**config.mk**
```make
export PLATFORM = sky130hd
export DESIGN_NAME = prescaled_ref_timer
export DESIGN_NICKNAME = d
export VERILOG_FILES = /design/src/rtl/prescaled_ref_timer.sv
export SDC_FILE = /design/constraint.sdc
export NUM_CORES = 1
export LEC_CHECK = 0
export BUFFER_PORTS_ARGS = -buffer_cell sky130_fd_sc_hd__buf_4
export CAP_MARGIN = 20
export CORE_MARGIN = 4
export CORE_UTILIZATION = 60
export DETAILED_ROUTE_END_ITERATION = 6
export PLACE_DENSITY = 0.8
export SYNTH_ARGS = -nofsm -noshare
export SYNTH_HDL_FRONTEND = slang
export SYNTH_SLANG_ARGS = --single-unit
```
**constraint.sdc**
```tcl
create_clock -name clk -period 6.28 [get_ports clk]
set_input_delay 0.314 -clock clk [delete_from_list [all_inputs] [get_ports clk]]
set_output_delay 0.314 -clock clk [all_outputs]
set_load 0.01 [all_outputs]
```
**src/rtl/prescaled_ref_timer.sv**
```systemverilog
module prescaled_ref_timer #(
  parameter int CNT_W     = 16,
  parameter int PRE_W     = 8,
  parameter int SLOW_LOG2 = 4,
  parameter int ADDR_W    = 5
) (
  input  logic              clk,
  input  logic              rst_n,
  input  logic              wr_en,
  input  logic [ADDR_W-1:0] addr,
  input  logic [CNT_W-1:0]  wr_data,
  output logic [CNT_W-1:0]  rd_data,
  output logic              irq
);
  localparam logic [ADDR_W-1:0] A_CTRL = ADDR_W'(5'h00);
  localparam logic [ADDR_W-1:0] A_REF  = ADDR_W'(5'h04);
  localparam logic [ADDR_W-1:0] A_CNT  = ADDR_W'(5'h0C);
  localparam logic [ADDR_W-1:0] A_EVT  = ADDR_W'(5'h11);
  localparam int PAD_W = CNT_W - PRE_W - 5;

  logic                 run_q, reload_q, ie_q, flag_q;
  logic [1:0]           src_q;
  logic [PRE_W-1:0]     presc_q, pre_q;
  logic [SLOW_LOG2-1:0] div_q;
  logic [CNT_W-1:0]     ref_q, cnt_q;

  wire ctrl_wr = wr_en && addr == A_CTRL;
  wire ref_wr  = wr_en && addr == A_REF;
  wire cnt_wr  = wr_en && addr == A_CNT;
  wire evt_wr  = wr_en && addr == A_EVT;
  wire stop_wr = ctrl_wr && run_q && !wr_data[0];
  wire slow_en = &div_q;
  wire src_en  = run_q && (src_q == 2'd1 || (src_q == 2'd2 && slow_en));
  wire tick    = src_en && pre_q == presc_q;
  wire match   = tick && cnt_q == ref_q;

  assign irq = ie_q && flag_q;

  always_ff @(posedge clk) begin
    if (!rst_n) begin
      run_q    <= 1'b0;
      src_q    <= 2'd0;
      reload_q <= 1'b0;
      ie_q     <= 1'b0;
      presc_q  <= '0;
    end else if (ctrl_wr) begin
      run_q    <= wr_data[0];
      src_q    <= wr_data[2:1];
      reload_q <= wr_data[3];
      ie_q     <= wr_data[4];
      presc_q  <= wr_data[PRE_W+7:8];
    end
  end

  always_ff @(posedge clk) begin
    if (!rst_n)      ref_q <= '1;
    else if (ref_wr) ref_q <= wr_data;
  end

  always_ff @(posedge clk) begin
    if (!rst_n || !run_q || stop_wr || src_q != 2'd2) div_q <= '0;
    else                                              div_q <= div_q + 1'b1;
  end

  always_ff @(posedge clk) begin
    if (!rst_n || !run_q || stop_wr) pre_q <= '0;
    else if (src_en)                 pre_q <= tick ? '0 : pre_q + 1'b1;
  end

  always_ff @(posedge clk) begin
    if (!rst_n || stop_wr) cnt_q <= '0;
    else if (cnt_wr)       cnt_q <= wr_data;
    else if (tick)         cnt_q <= (match && reload_q) ? '0 : cnt_q + 1'b1;
  end

  always_ff @(posedge clk) begin
    if (!rst_n || stop_wr)        flag_q <= 1'b0;
    else if (match)               flag_q <= 1'b1;
    else if (evt_wr && wr_data[1]) flag_q <= 1'b0;
  end

  always_comb begin
    case (addr)
      A_CTRL:  rd_data = {{PAD_W{1'b0}}, presc_q, 3'b000, ie_q, reload_q, src_q, run_q};
      A_REF:   rd_data = ref_q;
      A_CNT:   rd_data = cnt_q;
      A_EVT:   rd_data = {{(CNT_W-2){1'b0}}, flag_q, 1'b0};
      default: rd_data = '0;
    endcase
  end
endmodule


```
==> results of run 1 <==
-- state kept, by name, summed over array words and instances (netlist names) --
| name | flops |
|---|---|
| reload_q | 1 |
| ref_q | 16 |
| cnt_q | 16 |
| run_q | 1 |
| presc_q | 8 |
| src_q | 2 |
| pre_q | 8 |
| ie_q | 1 |
| flag_q | 1 |
| div_q | 4 |
-- cells in the final DEF, fill, tap and decap left out, types with 3 or more instances in the layout --
cell type                  count
sky130_fd_sc_hd__clkbuf_8     12
sky130_fd_sc_hd__xnor2_1      28
sky130_fd_sc_hd__nand4_1      12
sky130_fd_sc_hd__ha_1          3
sky130_fd_sc_hd__nand2_1      81
sky130_fd_sc_hd__nor4_1        5
sky130_fd_sc_hd__nor2_1       23
sky130_fd_sc_hd__and3_1        7
sky130_fd_sc_hd__dfxtp_1      58
sky130_fd_sc_hd__and4_1        3
sky130_fd_sc_hd__o21ai_1       3
sky130_fd_sc_hd__a21oi_1      18
sky130_fd_sc_hd__a21boi_0     14
sky130_fd_sc_hd__nand3_1      41
sky130_fd_sc_hd__buf_4        43
sky130_fd_sc_hd__mux2i_1      16
sky130_fd_sc_hd__inv_1         4
sky130_fd_sc_hd__xor2_1        6
sky130_fd_sc_hd__o21ai_0      17
sky130_fd_sc_hd__nor3_1       10
sky130_fd_sc_hd__a31oi_1       4
sky130_fd_sc_hd__or2_2         3
-- power breakdown --
| part | leakage (µW) | switching, µW | internal (µW) | total [µW] |
|---|---|---|---|---|
| sequential | 0.000469 | 8.25 | 373 | 381 |
| combinational | 0.000871 | 34.0 | 28.6 | 62.6 |
| clock | 0.0000965 | 149 | 174 | 324 |
| total | 0.00144 | 192 | 576 | 768 |
-- metrics by stage --
step / hold slack (ps) / instances
after floorplan: 418 / 422
after global placement: 436 / 508
after detailed placement: 453 / 508
after CTS: 183 / 524
after global routing: 182 / 525
final: 184 / 525
-- worst reg2reg max path: stages (launching register included) --
cell                      delay, ps
sky130_fd_sc_hd__dfxtp_1        320
sky130_fd_sc_hd__ha_1           220
sky130_fd_sc_hd__and2_1         180
sky130_fd_sc_hd__a21oi_2        330
sky130_fd_sc_hd__nor3_2         190
sky130_fd_sc_hd__a31oi_1        900
sky130_fd_sc_hd__o21ai_0        280
sky130_fd_sc_hd__a21oi_1        210
-- cells by family (layout without fill, tap and decap cells) --
group / after synthesis / after routing / share of synthesized area [%]
AO/OA/AOI/OAI: 79 / 79 / 15.6
XOR/XNOR: 34 / 34 / 9.12
adder cells (fa/ha/maj): 3 / 3 / 1.15
buffers and inverters: 30 / 63 / 3.64
flip-flops: 58 / 58 / 35.6
multiplexers: 16 / 16 / 4.91
AND/OR/NAND/NOR: 202 / 202 / 30.0
-- layout make-up --
class / count / share of cell area (%)
multi-input combinational: 334 / 52.9
timing repair buffer: 43 / 8.60
tap: 70 / 2.33
clock buffer: 14 / 4.60
inverter: 4 / 0.400
clock inverter: 2 / 0.267
sequential: 58 / 30.9
-- routing by layer --
metal  track usage [%]  share of wire, %
met3              6.47               8.5
met4              15.1               4.1
met1              37.7                42
met2              45.2                45
met5                 0                 0
-- path summary, 6_finish.rpt --
path,from,endpoint,slack (ps),cells after the start
max,div_q[0],cnt_q[8],3590,7
min,wr_data[6],ref_q[6],180,3
max reg2reg,div_q[0],cnt_q[8],3590,7
min reg2reg,div_q[0],div_q[0],450,1
==> results.txt, run 1 <==
* Worst-path fanout max: 12
- Setup violations remaining at the end of the flow were counted as 0.
- Combined global-route utilization of all metal layers: 29.1%
- Filler Cells Inserted: 448
- Counting every instance in the synthesized netlist gives 422.
- Yosys mapped a number of flops with a built-in enable equal to 0.
- Post-detailed-route DRC marker count: 0
- Setup repair after global routing left no endpoint under its margin.
* Power per standard cell area: 205 nW/µm²
- Leakage Power: 0.00144 µW
- For this run, the post-layout net count is 477.
- Yosys Warn Count: 0
* Top-count cell post-synth: sky130_fd_sc_hd__nand2_1
- Area leader, netlist: sky130_fd_sc_hd__dfxtp_1
- The floorplan has 26 rows.
* Post-synth design cell area: 3260 µm²
- The H-tree generated during clock tree synthesis spans 3 levels.
* Number of antenna repair diodes: 0
* Post-cts gate resize count: 0
* Maximum number of pins on one net before global-route repair: 33
- The netlist uses 52 different library cells.
* Root buf cell: sky130_fd_sc_hd__clkbuf_8
- Headroom to the max-slew limit: 28.2%
- Syn Nets: 449
- Half-perimeter wire length after detailed placement: 6360 µm
- STA puts the critical path data arrival time at 2970 ps.
- Proportion of synthesized chip area in sequential cells: 35.6%
* Count of vias placed by the detailed router: 3287
* Aggregate routed wire length: 9090 µm
- Across the run, the number of max-cap violations was 0.
* Die Width: 81.8 µm
- The floorplan step defined a die boundary enclosing 6680 µm².
- The design draws 768 µW.
- Number of hold violations in the final report: 0
- Floorplan Core Area: 5200 µm²
- Clock-pin slew was measured on the worst setup and hold paths at 60 ps.
- Post-Place Worst Slack: 3240 ps
* Via-per-instance ratio: 6.26
* I/O pin count: 41
- Data on the critical path is required at its endpoint by 6560 ps.
- Number of sinks handled by clock tree synthesis: 58
* Total Neg Setup Slack: 0 ps
* Maximum number of buffers from clock root to sink: 2
- For this run, the top clock speed supported by timing is 372 MHz.
- The initial antenna violation count came to 0.
- Critical path type: reg2reg
- In this design, the stage delay of the slowest critical-path cell is 890 ps.
* Synth top area share: 35.6%
* Crit path max-delay family: compound AO/OA/AOI/OAI gates
- Placed Instance Area: 3560 µm²
- Min-Delay Path Class: in2reg
- Global routing finished with a remaining overflow of 0.
- Source-to-sink clock delay at the later pin of the worst-skew pair: 350 ps
* Largest cells by area after synthesis: sky130_fd_sc_hd__dfxtp_1 36%, sky130_fd_sc_hd__nand2_1 9.3%, sky130_fd_sc_hd__xnor2_1 7.5%
* Crit start category: register
- Min cycle time layout: 2690 ps
- In this run the remaining antenna-violating nets after routing total 0.
- Pin slew with the least headroom to its limit: 1070 ps
- During placement, the flow inserted port buffers numbering 40.
- Clock skew on the completed layout was measured at 5.68 ps.
* Die span in y: 81.8 µm
- Combined area of the multi-input logic cells: 1980 µm²
- Once the floorplan was initialized, standard cells occupied 62.7% of the core.
* Vias in the first global route: 2965
- Routability-driven placement finished with a final weighted congestion of 0.898.
- Per-cell routed wire length: 17.3 µm
* Cells traversed along the worst timing path: ha_1 > and2_1 > a21oi_2 > nor3_2 > a31oi_1 > o21ai_0 > a21oi_1
* Clock tree from TritonCTS: yes
- Setup slack on the critical path of the routed design comes to 3590 ps.
- Count of TritonRoute iterations in the first routing pass: 6
- The number of buffers and inverters on the critical path is 0.
- Final Slew Violations: 0
* Register bit total from synthesis: 58
- The worst setup path is captured at a register.
- Core utilization of the finished layout: 72.1%
- Number of buffers inserted to repair setup after CTS: 0
- In the synthesized netlist, the cells that appear most often are 81 x sky130_fd_sc_hd__nand2_1, 58 x sky130_fd_sc_hd__dfxtp_1, 41 x sky130_fd_sc_hd__nand3_1, 28 x sky130_fd_sc_hd__xnor2_1, 23 x sky130_fd_sc_hd__nor2_1.
* Number of buffers inserted during clock tree synthesis: 9
- For this block, the initial DRC count from the detailed router was 390.
- The sequential cells in the finished layout cover a total of 1160 µm².
- Final period utilization: 42.9%
- Most instantiated flip-flop cell in the synthesis netlist: sky130_fd_sc_hd__dfxtp_1
- Global-route wire length before repair: 14600 µm
* Result of the run: finished, final reports clean
- Post-route cell area: 3750 µm²
* FFs w/ async S/R, synth: 0%
* Quantity of hold-fixing buffers added after cts: 0
* Syn avg cell area: 7.74 µm²
- Slowest library cell on the worst path: sky130_fd_sc_hd__a31oi_1
* Fraction of layout cells with a size suffix above 1: 14.5%
- Area grow syn2layout: 15.0%
- IR analysis of the VDD net gives a maximum drop of 178 µV.
Note: power is estimated with default switching activity, not from simulation.
==> inputs of run 2 (changes only) <==
--- a/config.mk
+++ b/config.mk
@@ -8,9 +8,9 @@
 export BUFFER_PORTS_ARGS = -buffer_cell sky130_fd_sc_hd__buf_4
 export CAP_MARGIN = 20
 export CORE_MARGIN = 4
-export CORE_UTILIZATION = 60
+export CORE_UTILIZATION = 52
 export DETAILED_ROUTE_END_ITERATION = 6
-export PLACE_DENSITY = 0.8
+export PLACE_DENSITY = 0.74
 export SYNTH_ARGS = -nofsm -noshare
 export SYNTH_HDL_FRONTEND = slang
 export SYNTH_SLANG_ARGS = --single-unit
==> constraint.sdc (replaced) <==
create_clock -name clk -period 2.3 [get_ports clk]
set_input_delay 0.115 -clock clk [delete_from_list [all_inputs] [get_ports clk]]
set_output_delay 0.115 -clock clk [all_outputs]
set_load 0.01 [all_outputs]
==> run 2 against run 1 <==
The run now ends with negative hold slack left. Clock skew shrank 0.65 ps. Sequential share of layout area shrank 1.1 points. Largest power group unchanged. Non-clock buffer count grew 17. First-iteration DRC count shrank 39%. Largest cell class unchanged.
==> results.txt, run 2 (synthesized netlist as in run 1, its figures left out) <==
- Result of the run: finished with violations
* Violations in the final reports: negative hold slack
- Hold timing on the final database bottoms out at a slack of -2.23 ps.
- In this run the remaining antenna-violating nets after routing total 0.
- For this run, the top clock speed supported by timing is 469 MHz.
* Count of max-cap constraint violations: 0
- Setup repair after global routing missed its margin: false
- The number of slew-limit violations in the final report came to 0.
- Headroom to the max-slew limit came out at 63.5%.
- Maximum number of pins on one net before global-route repair: 33
* Fraction of layout cells with a size suffix above 1: 17.4%
* Min cycle time layout: 2130 ps
- Setup-violating endpoint count in the final report: 0
* Worst-path fanout max: 20
* Maximum number of buffers from clock root to sink: 2
* Floorplan Core Area: 5990 µm²
- The worst setup path is of the reg2reg kind.
- Pin placement for this block handled 41 I/O pins.
- Initial antenna violation count: 0
- FP Rows: 28
* Global-route wire length before repair: 15900 µm
- Number of hold violations in the final report: 1
- Per-cell routed wire length: 17.4 µm
- The design draws 2100 µW.
- In the final design database the tool counted 494 nets.
- Global-route congestion overflow total: 0
- Number of cells traversed by the worst register-to-register path: 8
- Number of cells in the design after placement: 530
* Crit start category: register
* Vias in the first global route: 3176
- STA classifies the critical path endpoint as a register.
- Core utilization of the finished layout: 64.9%
* Number of cells on the worst hold path: 3
- Half-perimeter wire length after detailed placement: 6720 µm
* Regs by FF count: cnt_q: 16 flops, ref_q: 16 flops
* Clk_skew: 5.03 ps
* Final period utilization: 92.8%
- Before antenna repair, the detailed router went through 5 iterations.
- The count of buffers added on input and output ports is 40.
- Routability-driven placement finished with a final weighted congestion of 0.922.
- The floorplan step set the die height to 87.2 µm.
* Number of buffers inserted during clock tree synthesis: 9
- The die is 87.2 µm wide.
* Most frequent standard cell in the layout excluding fill and tap cells: sky130_fd_sc_hd__nand2_1
- The min-delay analysis places its worst path in the category in2reg.
- For this design the static power due to leakage is 0.00152 µW.
- Global routing used 27.0% of the available tracks.
- Count of vias placed by the detailed router: 3278
- Pin slew with the least headroom to its limit: 540 ps
* Required arrival time at the worst endpoint: 2530 ps
- R2r endpoint: cnt_q[12]
* Beginning of the worst hold path: wr_data[5]
- The finished layout holds 547 standard cells, fillers aside.
* Initial core utilization: 54.5%
* Arrival time reported for the critical path endpoint: 2360 ps
- Clock-pin slew was measured on the worst setup and hold paths at 60 ps.
- The root buffer cell chosen for the clock tree is sky130_fd_sc_hd__clkbuf_8.
- Number of H-tree levels: 3
- In the routed design, unresolved DRC markers number 0.
- Aggregate routed wire length: 9510 µm
* Destination of the worst hold path: ref_q[5]
- Iteration-0 DRC count of the detailed router: 237
* Most used cells in the layout excluding fill and tap cells: 81 x sky130_fd_sc_hd__nand2_1, 59 x sky130_fd_sc_hd__buf_4, 58 x sky130_fd_sc_hd__dfxtp_1
- Peak ir drop on the vdd network: 430 µV
* R2R Path Start: div_q[0]
* Number of buffers inserted to repair setup after CTS: 0
* Power per standard cell area: 541 nW/µm²
- Total Neg Setup Slack: 0 ps
- Via-per-instance ratio: 5.99
- Counting the fill cells in the layout gives 551.
- Die area: 7610 µm²
- Number of sinks handled by clock tree synthesis: 58
- Worst reg2reg setup slack: 170 ps
* Clock tree from TritonCTS: yes
- For the worst-skew pair, the clock arrives at the later sink with an insertion delay of 340 ps.
- Number of antenna repair diodes: 0
- Compared with the post-synthesis result, the final layout area differs by 19.2%.
[run 2: cell count changes in the layout (fill, tap and decap cells not counted)]
| cell | before | now |
|---|---|---|
| sky130_fd_sc_hd__buf_4 | 43 | 59 |
| sky130_fd_sc_hd__dlygate4sd3_1 | 0 | 1 |
[run 2: per-stage QoR]
stage | area, µm² | worst slack, ps | hold slack (ps)
2_1_floorplan | 3260 | 326 | 239
3_3_place_gp | 3700 | 233 | 335
3_5_place_dp | 3700 | 179 | 345
4_1_cts | 3890 | 160 | 3.76
5_1_grt | 3890 | 50.9 | 24.0
6_report | 3890 | 166 | -2.23
[run 2: critical path, stage by stage, from the launching register on]
cell,delay (ps)
sky130_fd_sc_hd__dfxtp_1,350
sky130_fd_sc_hd__ha_1,190
sky130_fd_sc_hd__and2_1,170
sky130_fd_sc_hd__a21oi_2,60
sky130_fd_sc_hd__or3_1,420
sky130_fd_sc_hd__buf_4,230
sky130_fd_sc_hd__o31a_1,310
sky130_fd_sc_hd__a221oi_1,210
sky130_fd_sc_hd__nor3_1,70
[run 2: layout make-up]
type / count / area, µm² / area share (%)
Timing Repair Buffer: 60 / 453 / 11.6
Clock inverter: 2 / 10.0 / 0.257
Clock buffer: 14 / 173 / 4.44
Inverter: 4 / 15.0 / 0.386
Tap cell: 75 / 93.8 / 2.41
Sequential cell: 58 / 1160 / 29.8
Multi-Input combinational cell: 334 / 1980 / 51.0
[run 2: report_power, final]
| group | total [µW] | leakage (µW) | switching [µW] | internal, µW |
|---|---|---|---|---|
| clock network | 879 | 0.0000965 | 403 | 477 |
| logic | 188 | 0.000955 | 103 | 85.4 |
| registers | 1040 | 0.000469 | 17.4 | 1020 |
| total | 2100 | 0.00152 | 523 | 1580 |
[run 2: worst max-delay path by stage]
stage                     startpoint         to  slack [ps]  depth (start not counted)
after floorplan             div_q[0]   cnt_q[6]         330                          7
after global placement      div_q[0]  cnt_q[12]         230                          8
after detailed placement    div_q[0]  cnt_q[12]         180                          8
after CTS                   div_q[0]  cnt_q[12]         160                          8
after global routing        div_q[0]  cnt_q[12]          50                          8
final                       div_q[0]  cnt_q[12]         170                          8
[run 2: metal layers]
metal,vias to the layer above,GRT usage [%],share of wire (%)
met5,-,0,0
met2,140,44.0,47
met4,0,11.7,2.4
met1,1533,35.3,43
met3,24,4.16,7.4
li1,1581,-,-
[run 2: what timing repair did]
action / in CTS / in global routing
hold buffers: 1 / 0
resized for setup: 0 / 0
endpoints found under the hold margin: 1 / 0
